$ cat config.mk
export PLATFORM = sky130hd
export DESIGN_NAME = gfx_fill_engine
export DESIGN_NICKNAME = d
export VERILOG_FILES = /design/src/rtl/gfx_fill_engine.sv
export SDC_FILE = /design/constraint.sdc
export NUM_CORES = 1
export LEC_CHECK = 0
export BUFFER_PORTS_ARGS = -buffer_cell sky130_fd_sc_hd__buf_2
export CAP_MARGIN = 20
export CELL_PAD_IN_SITES_DETAIL_PLACEMENT = 1
export CELL_PAD_IN_SITES_GLOBAL_PLACEMENT = 2
export CORE_ASPECT_RATIO = 0.6
export CORE_UTILIZATION = 30
export CTS_CLUSTER_DIAMETER = 60
export CTS_CLUSTER_SIZE = 20
export DETAILED_ROUTE_END_ITERATION = 12
export PLACE_DENSITY_LB_ADDON = 0.3
export SLEW_MARGIN = 20
export SYNTH_ARGS = -nofsm -noshare
export SYNTH_HDL_FRONTEND = slang
export SYNTH_SLANG_ARGS = --single-unit
$ cat constraint.sdc
create_clock -name clk -period 7.6 [get_ports clk]
set_input_delay 0.76 -clock clk [delete_from_list [all_inputs] [get_ports clk]]
set_output_delay 0.76 -clock clk [all_outputs]
set_load 0.05 [all_outputs]
$ cat src/rtl/gfx_fill_engine.sv
module gfx_fill_engine #(
  parameter int AW    = 32,
  parameter int SCR_W = 1280,
  parameter int SCR_H = 1024,
  parameter int CW    = 12
) (
  input  logic          clk,
  input  logic          rst_n,
  input  logic          reg_we,
  input  logic [5:0]    reg_addr,
  input  logic [31:0]   reg_wdata,
  output logic [31:0]   reg_rdata,
  output logic          mem_req,
  output logic          mem_wide,
  output logic [AW-1:0] mem_addr,
  output logic [63:0]   mem_wdata,
  input  logic          mem_ack
);
  localparam logic [3:0] I_OP = 4'd0, I_COL = 4'd1, I_CA = 4'd2, I_CB = 4'd3,
                         I_BASE = 4'd4, I_ZF = 4'd5, I_ZL = 4'd6, I_FGO = 4'd7,
                         I_PGO = 4'd8, I_CMD = 4'd9, I_STAT = 4'd10;
  localparam logic [7:0] OP_SOLID = 8'h03;
  localparam logic [31:0] CMD_ZERO = 32'h11;

  typedef enum logic [1:0] {S_IDLE, S_RECT, S_ZERO} st_t;
  st_t st;

  logic [31:0] r_op, r_col, r_ca, r_cb, r_base, r_zf, r_zl;
  logic [CW-1:0] cx, cy, l_xlo, l_xhi, l_yhi;
  logic [31:0] l_mask, l_base, l_zl;
  logic [7:0]  l_col;
  logic        l_solid;
  logic [AW:0] za;

  wire [3:0] idx = reg_addr[5:2];
  wire busy = (st != S_IDLE);

  wire [CW-1:0] ax = r_ca[16 +: CW], ay = r_ca[0 +: CW];
  wire [CW-1:0] bx = r_cb[16 +: CW], by = r_cb[0 +: CW];
  wire [CW-1:0] xlo = (bx < ax) ? bx : ax;
  wire [CW-1:0] xhi = (bx < ax) ? ax : bx;
  wire [CW-1:0] ylo = (by < ay) ? by : ay;
  wire [CW-1:0] yhi = (by < ay) ? ay : by;
  wire narrow = (xhi - xlo) <= CW'(15);

  wire go_fill = reg_we && idx == I_FGO && !busy && r_op[31:24] == OP_SOLID;
  wire go_pix  = reg_we && idx == I_PGO && !busy;
  wire go_zero = reg_we && idx == I_CMD && !busy && reg_wdata == CMD_ZERO && r_zf <= r_zl;

  wire in_bounds = (32'(cx) < SCR_W) && (32'(cy) < SCR_H);
  wire pix_wr = in_bounds && (l_solid || l_mask[31]);
  wire z_wide = (za[2:0] == 3'd0) && (za + (AW+1)'(7) <= {1'b0, l_zl});
  wire [AW:0] za_next = za + (z_wide ? (AW+1)'(8) : (AW+1)'(1));

  assign mem_req  = (st == S_RECT && pix_wr) || st == S_ZERO;
  assign mem_wide = (st == S_ZERO) && z_wide;
  assign mem_addr = (st == S_ZERO) ? za[AW-1:0]
                  : l_base + AW'(cx) + AW'(cy) * AW'(SCR_W);
  assign mem_wdata = (st == S_RECT) ? {56'd0, l_col} : 64'd0;

  always_comb begin
    case (idx)
      I_OP:    reg_rdata = r_op;
      I_COL:   reg_rdata = r_col;
      I_CA:    reg_rdata = r_ca;
      I_CB:    reg_rdata = r_cb;
      I_BASE:  reg_rdata = r_base;
      I_ZF:    reg_rdata = r_zf;
      I_ZL:    reg_rdata = r_zl;
      I_STAT:  reg_rdata = {31'd0, busy};
      default: reg_rdata = 32'd0;
    endcase
  end

  always_ff @(posedge clk or negedge rst_n) begin
    if (!rst_n) begin
      r_op <= '0; r_col <= '0; r_ca <= '0; r_cb <= '0;
      r_base <= '0; r_zf <= '0; r_zl <= '0;
    end else if (reg_we) begin
      case (idx)
        I_OP:   r_op   <= reg_wdata;
        I_COL:  r_col  <= reg_wdata;
        I_CA:   r_ca   <= reg_wdata;
        I_CB:   r_cb   <= reg_wdata;
        I_BASE: r_base <= reg_wdata;
        I_ZF:   r_zf   <= reg_wdata;
        I_ZL:   r_zl   <= reg_wdata;
        default: ;
      endcase
    end
  end

  always_ff @(posedge clk or negedge rst_n) begin
    if (!rst_n) begin
      st <= S_IDLE;
      cx <= '0; cy <= '0; l_xlo <= '0; l_xhi <= '0; l_yhi <= '0;
      l_mask <= '0; l_base <= '0; l_zl <= '0; l_col <= '0; l_solid <= 1'b0;
      za <= '0;
    end else begin
      case (st)
        S_IDLE: begin
          if (go_fill || go_pix) begin
            st <= S_RECT;
            cx <= xlo; cy <= ylo;
            l_xlo <= xlo; l_xhi <= xhi; l_yhi <= yhi;
            l_base <= r_base; l_col <= r_col[7:0];
            l_solid <= go_fill;
            l_mask <= go_fill ? 32'd0 : (narrow ? (reg_wdata << 16) : reg_wdata);
          end else if (go_zero) begin
            st <= S_ZERO;
            za <= {1'b0, r_zf};
            l_zl <= r_zl;
          end
        end
        S_RECT: begin
          if (!pix_wr || mem_ack) begin
            l_mask <= l_mask << 1;
            if (cx == l_xhi) begin
              cx <= l_xlo;
              if (cy == l_yhi) st <= S_IDLE;
              else cy <= cy + CW'(1);
            end else begin
              cx <= cx + CW'(1);
            end
          end
        end
        S_ZERO: begin
          if (mem_ack) begin
            za <= za_next;
            if (za_next > {1'b0, l_zl}) st <= S_IDLE;
          end
        end
        default: st <= S_IDLE;
      endcase
    end
  end


  hold_chk: assert property (@(posedge clk) disable iff (!rst_n)
    mem_req && !mem_ack |=> mem_req && $stable(mem_addr) && $stable(mem_wide) && $stable(mem_wdata));


  align_chk: assert property (@(posedge clk) disable iff (!rst_n)
    mem_req && mem_wide |-> mem_addr[2:0] == 3'd0 && ({1'b0, mem_addr} + (AW+1)'(7) <= {1'b0, l_zl}));


  zrange_chk: assert property (@(posedge clk) disable iff (!rst_n)
    mem_req && st == S_ZERO |-> {1'b0, mem_addr} <= {1'b0, l_zl} && mem_wdata == 64'd0);


  ignore_chk: assert property (@(posedge clk) disable iff (!rst_n)
    busy && reg_we && (idx == I_FGO || idx == I_PGO || idx == I_CMD)
    |=> $stable(l_xlo) && $stable(l_xhi) && $stable(l_yhi) && $stable(l_base) && $stable(l_zl));


  walk_chk: assert property (@(posedge clk) disable iff (!rst_n)
    st == S_RECT |-> cx >= l_xlo && cx <= l_xhi && cy <= l_yhi);


  rect_byte_chk: assert property (@(posedge clk) disable iff (!rst_n)
    mem_req && st == S_RECT |-> !mem_wide);
endmodule

After elaboration in Yosys (flattened, before gate mapping). Cells that the tools add are included.

Memory bits (writable): 0. Latch bits: 0. Bits of input ports: 42. ROM bits: 0. Register bits after elaboration: 424. Output and inout bits: 130. Memories kept: 0. Word-level logic and storage cells: 135.

Equal/unequal tests: 26. Shifts and indexed selects: 0. Muxes and demuxes: 34. Order comparisons: 8. Add/sub/neg operators: 7. Divide/modulo/power cells: 0. Reduce and logical (&&, ||, !) cells: 39. Multipliers: 1. Bitwise gates (word level): 1.

Operators by type and width (number): 32-bit one-hot mux with 8 select lines (1); 32-bit 2-to-1 mux (5); 12-bit 2-to-1 mux (11); 33-bit 2-to-1 mux (3); 33-bit one-hot mux with 2 select lines (1); 32-bit one-hot mux with 2 select lines (1); 12-bit one-hot mux with 2 select lines (2); 33-bit by 3-bit adder with 33-bit output, second input constant (1); 33-bit by 4-bit adder with 33-bit output (1); 33-bit by 32-bit > comparator with 1-bit output (1); 33-bit by 32-bit <= comparator with 1-bit output (1); 32-bit by 12-bit adder with 32-bit output (1); 32-bit by 23-bit adder with 32-bit output (1); 32-bit by 5-bit equality test with 1-bit output, second input constant (1); 32-bit <= comparator (1); 12-bit by 1-bit adder with 12-bit output, second input constant (2); 12-bit equality test (2); 12-bit by 11-bit < comparator with 1-bit output, second input constant (2); 12-bit < comparator (2); 4-bit by 3-bit equality test with 1-bit output, second input constant (4); 2-bit AND reduction (8); 12-bit by 3-bit multiplier with 15-bit output, second input constant (1); 1-bit logical AND (14); 2-bit 2-to-1 mux (7); 25 further kinds (42).

Logic depth before layout (Yosys ltp). Gate-level depths: netlist of run 1.

Depth after elaboration: 9. Gate-level depth with buffers: 38. Depth with buffers taken out: 38.

Worst setup path before layout of run 1. No wires, ideal clock.

Path kind: register -> register. Start: register za[1]. End: register st[1]. Period minus slack after synthesis: 6.442 ns. Arrival time: 6.332 ns. Library setup time: 0.110 ns. Required time: 7.490 ns. Cell stages (with the launch flop): 39. Path buffers: 1. Path slack: 1.158 ns. Cell sequence: dfrtp_1 > inv_1 > ha_1 > a21oi_1 > nor2b_1 > nand2_1 > nor2_1 > nand3_1 > nor3_1 > xor2_1 > ha_1 > a21oi_1 > nor2b_1 > o21ai_0 > nand2b_1 > a21oi_1 > o21ai_0 > a211o_1 > [3 not listed] > ha_1 > a31oi_1 > nor2_1 > and3_1 > nand3_1 > or2_2 > clkbuf_1 > nor2_1 > xor2_1 > ha_1 > a21o_1 > a21o_1 > a21oi_1 > nor2_1 > a211oi_1 > o211a_1 > nor2_1 > o41ai_1.

Word-level cells in the longest chain between the ends: 8. Elaborated cells between the ends (all ways): 9. Classes of those cells: add/sub (2); order compare (2); eq/ne (1); mux (1); reduce/logical (3).

Ends and longest elaborated chain: from (decl) (RTL line 33) `logic [AW:0] za;`; from (signal assigned) (RTL line 111) `za <= {1'b0, r_zf};`; from (signal assigned) (RTL line 129) `za <= za_next;`; 33-bit by 3-bit adder with 33-bit output (RTL line 52) `wire z_wide = (za[2:0] == 3'd0) && (za + (AW+1)'(7) <= {1'b0, l_zl});`; 33-bit by 32-bit <= comparator with 1-bit output (RTL line 52); 1-bit logical AND (RTL line 52); 4-bit 2-to-1 mux (RTL line 53) `wire [AW:0] za_next = za + (z_wide ? (AW+1)'(8) : (AW+1)'(1));`; 33-bit by 4-bit adder with 33-bit output * (RTL line 53); 33-bit by 32-bit > comparator with 1-bit output * (RTL line 130) `if (za_next > {1'b0, l_zl}) st <= S_IDLE;`; 2-bit by 1-bit inequality test with 1-bit output (no line) *; 6-bit AND reduction (no line) *; to (signal assigned) (RTL line 120) `if (cy == l_yhi) st <= S_IDLE;`; to (signal assigned) (RTL line 130); to (signal assigned) (RTL line 133) `default: st <= S_IDLE;`; to (decl) (RTL line 26) `st_t st;`.

Every way passes the cells marked *; elsewhere a longest branch is shown, timed or not. A chain may end at the register's enable or synchronous reset.

Worst setup path in the final report of run 1.
Start: register za[17]. End: register st[1].

Same word-level chain as after synthesis.

==> results.py, run 1 <==
metrics = {
    "power": {
        "powerDensity_nw_per_um2": 437.0,
        "p_total_mw": 13.17,
        "leakage_nw": 13.73,
        "peakVddDrop_v": 0.0003601,
    },
    "finish": {
        "layout.nets": 3060,
        "final_area_um2": 30130,
        "regMostFlops": "za",
        "syn_to_final_growth_pct": 12.04,
        "fin_util_pct": 34.17,
        "seq_area_um2": 10610,
        "fin_cells": 4008,
        "multi_input_area_um2": 15010,
        "largest_reg_flops": 33,
        "drive_gt1_share_pct": 21.36,
        "diodes": 0,
        "nFillCells": 9957,
    },
    "logic_synthesis": {
        "synth.top_cells.by_count": "424 x dfrtp_1, 266 x mux2_2, 211 x nand2_1",
        "ys_types": 85,
        "synthesis.area_um2": 26890,
        "synth_area_leaders": "dfrtp_1 39%, mux2_2 11%, ha_1 8.8%, a21oi_1 3.1%, nand2_1 2.9%",
        "synth_top_cell_by_area": "dfrtp_1",
        "yosysTopAreaCellShare_pct": 39.46,
        "synthCells": 2761,
        "avgSynthCellArea_um2": 9.740,
        "synthArstFlopShare_pct": 100.0,
        "synth_ff_type": "dfrtp_1",
        "synth_edf_count": 0,
        "ys_warn_count": 0,
        "yosysMostFrequentCell": "dfrtp_1",
        "ys_seq_area_share_pct": 39.46,
        "synth_seq_cells": 424,
    },
    "detailed_routing": {
        "via_count": 21920,
        "drc": 0,
        "wl_mm": 105.6,
        "viasPerCell": 5.468,
        "wire_per_inst_um": 26.35,
        "dr.pass1.iters": 5,
        "drt_iter0_drc": 1946,
        "drt.antenna.violating_nets": 0,
    },
    "global_route": {
        "grt_pass1_wl_mm": 155.2,
        "first_global_vias": 22780,
        "gr-total-overflow": 0,
        "grt_usage_pct": 23.05,
        "antenna_found_initial": 9,
        "grt_max_degree": 171,
    },
    "setup_path": {
        "critPathMaxStageDelay_ns": 0.44,
        "critPathSlowestCell": "dfrtp_2",
        "crit_path_start": "za[17]",
        "crit_type": "flip-flop to flip-flop",
        "rr_worst_depth": 32,
        "startpoint_type": "flip-flop",
        "reg2reg_from": "za[17]",
        "ff2ff_setup_slack_ns": 0.45,
        "r2r-end": "st[1]",
        "path_max_fanout": 7,
        "endpoint": "st[1]",
        "cp.required_ns": 8.10,
        "arrival_ns": 7.65,
        "end_kind": "flip-flop",
    },
    "placed_design": {
        "placed_cell_area_um2": 28790,
        "port_buffers": 113,
        "hpwl_mm": 79.83,
        "preCtsSetupSlack_ns": -0.2345,
        "place_congestion": 0.8682,
        "place_inst": 3943,
    },
    "timing": {
        "min_period_over_period_pct": 94.10,
        "slew_headroom_pct": 28.05,
        "fin_skew_ns": 0.03772,
        "hold_viol": 0,
        "holdWs_ns": 0.2240,
        "drv_slew": 0,
        "finalCriticalPeriod_ns": 7.152,
        "worst_pin_slew_ns": 1.073,
        "fin_ws_ns": 0.4480,
        "fmax_mhz": 139.8,
        "setup_violations": 0,
        "tns_ns": 0,
    },
    "clock_network": {
        "htree_levels": 2,
        "clock-sinks": 424,
        "ctsHoldBuffers": 0,
        "path_clk_slew_ns": 0.08,
        "tritoncts": "built",
        "clk_path_buf_depth": 3,
        "numCtsBuffers": 36,
        "clk_root_buffer_cell": "clkbuf_16",
        "clk_latency_ns": 0.61,
    },
    "hold_path": {
        "min_path_type": "input pin to asynchronous set/reset pin",
    },
    "die": {
        "die_h_um": 233.9,
        "top_level_ports": 172,
        "rows": 84,
        "die-area_um2": 90880,
        "core-area_um2": 88180,
        "die_w_um": 388.5,
        "start_util_pct": 30.50,
    },
    "job": {
        "drv_cap": 0,
    },
    "run_status": {
        "status": "completed",
    },
}
[worst min-delay path by stage]
stage	start	to	slack [ns]
floorplan	l_zl[10]	l_zl[10]	0.45
global placement	l_solid	l_solid	0.47
detailed placement	l_zl[12]	l_zl[12]	0.47
CTS	rst_n	l_yhi[7]	0.25
global route	rst_n	l_zl[5]	0.28
finish	rst_n	l_zl[5]	0.22
[cell usage in the layout (no fill, tap or decap), types with 7 or more instances in the layout]
| cell type | Yosys | layout |
|---|---|---|
| o21ai_0 | 143 | 143 |
| mux2i_1 | 65 | 65 |
| o22ai_1 | 36 | 35 |
| nor3_2 | 2 | 9 |
| and3_1 | 28 | 27 |
| ha_1 | 189 | 188 |
| a222oi_1 | 23 | 23 |
| xor2_1 | 65 | 64 |
| mux2_2 | 266 | 266 |
| nand2_1 | 211 | 211 |
| nor2_1 | 154 | 148 |
| a211oi_1 | 8 | 7 |
| nor3_1 | 34 | 26 |
| a21oi_1 | 169 | 168 |
| o211ai_1 | 11 | 11 |
| buf_2 | 4 | 112 |
| or3_1 | 10 | 8 |
| a21o_1 | 29 | 28 |
| nand2b_1 | 31 | 30 |
| nand3_1 | 85 | 81 |
| nand4_1 | 29 | 29 |
| dfrtp_1 | 424 | 421 |
| nor4_1 | 24 | 23 |
| conb_1 | 1 | 56 |
| a31oi_1 | 25 | 24 |
| buf_4 | 58 | 100 |
| a221o_1 | 17 | 17 |
| and2_1 | 14 | 14 |
| inv_1 | 135 | 135 |
| o21a_1 | 19 | 19 |
| xnor2_1 | 66 | 66 |
| a22oi_1 | 66 | 66 |
| nor2b_1 | 29 | 25 |
| clkbuf_16 | 0 | 36 |
[per-layer routing]
metal	share of wire (%)	global-route usage [%]	wire, µm
met5	0.012	0	13
met4	2.2	5.348	2298
met3	6.6	5.075	7023
met2	39	31.82	41350
met1	52	35.68	54930
[worst max-delay path: cells and delay by family (launching register included)]
| kind | cells | cell delay, ns |
|---|---|---|
| flip-flops | 1 | 0.44 |
| adder cells (fa/ha/maj) | 4 | 0.99 |
| AO/OA/AOI/OAI | 9 | 1.83 |
| buffers and inverters | 2 | 0.32 |
| AND/OR/NAND/NOR | 15 | 3.07 |
| XOR/XNOR | 2 | 0.40 |
[power by group]
group / switching [mW] / internal [mW] / total [mW]
Clock: 1.06 / 0.950 / 2.01
Sequential: 0.819 / 2.92 / 3.73
Combinational: 4.81 / 2.61 / 7.42
Total: 6.69 / 6.48 / 13.2
[cell families after synthesis]
logic type | count (synthesis) | share of synthesized area [%]
fa+ha+maj | 195 | 9.241
mux | 331 | 13.56
simple gates | 681 | 12.24
flops | 424 | 39.46
compound gates | 618 | 14.98
buf+inv | 380 | 6.249
other cells | 1 | 0.01395
xor+xnor | 131 | 4.267
[final cells by class]
type / instances / area share (%)
tap: 1161 / 4.821
sequential: 424 / 35.23
clock inverter: 23 / 0.9012
multi-input combinational: 2012 / 49.80
timing repair buffer: 214 / 4.468
clock buffer: 39 / 3.094
inverter: 135 / 1.682
[what timing repair did]
action | CTS | global route
pin swaps | 1 | 6
endpoints found under the hold margin | 0 | 0
resized for setup | 6 | 18
setup endpoints to repair | 1 | 1
setup buffers | 1 | 2
(Power assumes the default switching activity.)
==> inputs of run 2 (changes only) <==
--- a/config.mk
+++ b/config.mk
@@ -7,10 +7,10 @@
 export LEC_CHECK = 0
 export BUFFER_PORTS_ARGS = -buffer_cell sky130_fd_sc_hd__buf_2
 export CAP_MARGIN = 20
-export CELL_PAD_IN_SITES_DETAIL_PLACEMENT = 1
+export CELL_PAD_IN_SITES_DETAIL_PLACEMENT = 2
 export CELL_PAD_IN_SITES_GLOBAL_PLACEMENT = 2
 export CORE_ASPECT_RATIO = 0.6
-export CORE_UTILIZATION = 30
+export CORE_UTILIZATION = 36
 export CTS_CLUSTER_DIAMETER = 60
 export CTS_CLUSTER_SIZE = 20
 export DETAILED_ROUTE_END_ITERATION = 12
==> constraint.sdc (replaced) <==
create_clock -name clk -period 5.86 [get_ports clk]
set_input_delay 0.586 -clock clk [delete_from_list [all_inputs] [get_ports clk]]
set_output_delay 0.586 -clock clk [all_outputs]
set_load 0.05 [all_outputs]
==> run 2 against run 1 <==
The flow now finishes with violations (negative setup slack). Sequential power increased by 29%. Critical endpoint unchanged. Fmax increased by 12%. Critical path depth increased by 2. Combinational power increased by 51%. Die area decreased by 17%. Clock skew increased by 0.0034 ns. Cell area increased by 4.9%. Clock power increased by 33%. Largest power group unchanged.
==> results.py, run 2 (same netlist as run 1, synthesis figures left out) <==
metrics = {
    "timing": {
        "fin_skew_ns": 0.04109,
        "finalCriticalPeriod_ns": 6.392,
        "fin_ws_ns": -0.5320,
        "hold_viol": 0,
        "holdWs_ns": 0.03146,
        "drv_slew": 0,
        "worst_pin_slew_ns": 1.239,
        "min_period_over_period_pct": 109.1,
        "rsz0062_at_grt": "true",
        "setup_violations": 1,
        "fmax_mhz": 156.4,
        "slew_headroom_pct": 16.75,
        "tns_ns": -0.5320,
    },
    "run_status": {
        "violations": "negative setup slack",
        "status": "finished, violations left",
    },
    "clock_network": {
        "clk_path_buf_depth": 3,
        "clock-sinks": 424,
        "clk_latency_ns": 0.61,
        "htree_levels": 2,
        "path_clk_slew_ns": 0.08,
        "numCtsBuffers": 37,
        "tritoncts": "built",
        "clk_root_buffer_cell": "clkbuf_16",
    },
    "power": {
        "intPower_mw": 9.305,
        "powerDensity_nw_per_um2": 591.6,
        "pwr-share-comb_pct": 60.1,
        "p_seq_share_pct": 25.7,
        "peakVddDrop_v": 0.0004917,
        "swShare_pct": 50.25,
        "leakage_nw": 14.48,
        "pwr-share-clk_pct": 14.3,
        "p_switching_mw": 9.400,
    },
    "placed_design": {
        "place_inst": 3870,
        "preCtsSetupSlack_ns": -0.8440,
        "place_congestion": 0.9429,
        "port_buffers": 113,
        "hpwl_mm": 85.89,
    },
    "setup_path": {
        "critPathSlowestCell": "o211ai_1",
        "cp_num_buf_inv": 7,
        "crit_family": "simple AND/OR/NAND/NOR gates",
        "end_kind": "flip-flop",
        "critPathMaxStageDelay_ns": 0.42,
        "cp.required_ns": 6.34,
        "startpoint_type": "flip-flop",
        "path_max_fanout": 3,
        "worst_path_most_repeated_cell": "buf_4",
        "arrival_ns": 6.87,
        "crit_type": "flip-flop to flip-flop",
    },
    "global_route": {
        "gr-total-overflow": 0,
        "first_global_vias": 24770,
        "grt_max_degree": 157,
        "antenna_found_initial": 7,
        "grt_pass1_wl_mm": 169.4,
        "grt_usage_pct": 30.21,
    },
    "die": {
        "core-area_um2": 73800,
        "start_util_pct": 36.44,
        "die-area_um2": 75830,
        "die_w_um": 354.8,
        "rows": 77,
        "die_h_um": 213.7,
        "top_level_ports": 172,
    },
    "finish": {
        "seq_area_um2": 10610,
        "largest_reg_flops": 33,
        "nFillCells": 7843,
        "final_common_cell": "dfrtp_1",
        "layout.nets": 3190,
        "fin_cells": 3966,
        "multi_input_area_um2": 15610,
        "regMostFlops": "za",
        "final_cell_mix": "421 x dfrtp_1, 266 x mux2_2, 228 x buf_4",
        "drive_gt1_share_pct": 27.79,
        "syn_to_final_growth_pct": 17.58,
    },
    "detailed_routing": {
        "viasPerCell": 5.878,
        "wl_mm": 116.2,
        "via_count": 23310,
        "drt.antenna.violating_nets": 0,
        "drt_iter0_drc": 1927,
        "wire_per_inst_um": 29.29,
        "dr.pass1.iters": 8,
        "drc": 0,
    },
    "job": {
        "drv_cap": 0,
    },
    "hold_path": {
        "min_path_type": "input pin to asynchronous set/reset pin",
    },
}
[run 2: cell count changes in the layout (fill, tap and decap cells not counted), sizes merged]
cell	delta
bufinv	+1
clkinvlp	-1
clkbuf	+1
clkinv	-1
buf	+129
diode	+3
[run 2: per-stage QoR]
stage | util [%] | instance area, µm² | power [mW]
5_1_grt | 42.84 | 31610 | 19.65
4_1_cts | 42.24 | 31170 | 18.20
6_report | 42.84 | 31620 | 18.71
3_3_place_gp | 39.94 | 29480 | 14.49
3_5_place_dp | 39.95 | 29480 | 14.94
2_1_floorplan | - | 27210 | 11.04
[run 2: area by class of cell]
type	count	share of cell area, %
clock inverters	22	0.8350
well taps	987	3.906
diodes	3	0.02374
clock buffers	40	2.996
repair buffers	343	7.693
flip-flops and latches	424	33.57
inverters	135	1.603
multi-input cells	2012	49.37
[run 2: worst register-to-register path, delay by kind of cell, from the launching register on]
kind / cells / cell delay, ns
compound gates: 8 / 1.57
xor+xnor: 2 / 0.30
fa+ha+maj: 3 / 0.96
buf+inv: 7 / 1.01
flops: 1 / 0.37
simple gates: 14 / 2.09
[run 2: final timing paths]
| path | startpoint | endpoint | slack (ns) | cells after the start |
|---|---|---|---|---|
| hold reg to reg | l_zl[1] | l_zl[1] | 0.49 | 2 |
| setup / recovery | za[1] | st[1] | -0.53 | 34 |
| hold / removal | rst_n | r_zf[3] | 0.03 | 1 |
| setup reg to reg | za[1] | st[1] | -0.53 | 34 |
| min in group clk | reg_wdata[28] | r_col[28] | 0.39 | 2 |
| max in group asynchronous | rst_n | cy[2] | 4.23 | 2 |
[run 2: power by group through the flow]
stage               clock (mW)  combinational, mW  sequential [mW]
floorplan                    0               6.71             4.34
global placement             0               9.78             4.71
detailed placement           0               10.2             4.78
CTS                       2.70               10.7             4.75
global route              2.80               12.0             4.87
finish                    2.67               11.2             4.80
[run 2: timing repair]
action	in CTS	in global routing
hold endpoints to repair	0	0
resized for setup	86	68
hold buffers	0	0
setup buffers	17	14
endpoints found under the setup margin	13	17
pin swaps	38	64
[run 2: routing by layer]
layer / track usage (%) / share of wire [%] / vias up / wire length (µm)
met2: 45.25 / 43 / 670 / 49850
met3: 4.834 / 6.2 / 136 / 7206
met4: 6.911 / 2.0 / 0 / 2350
li1: - / - / 10140 / -
met1: 45.32 / 49 / 12370 / 56760
met5: 0 / 0 / - / 0
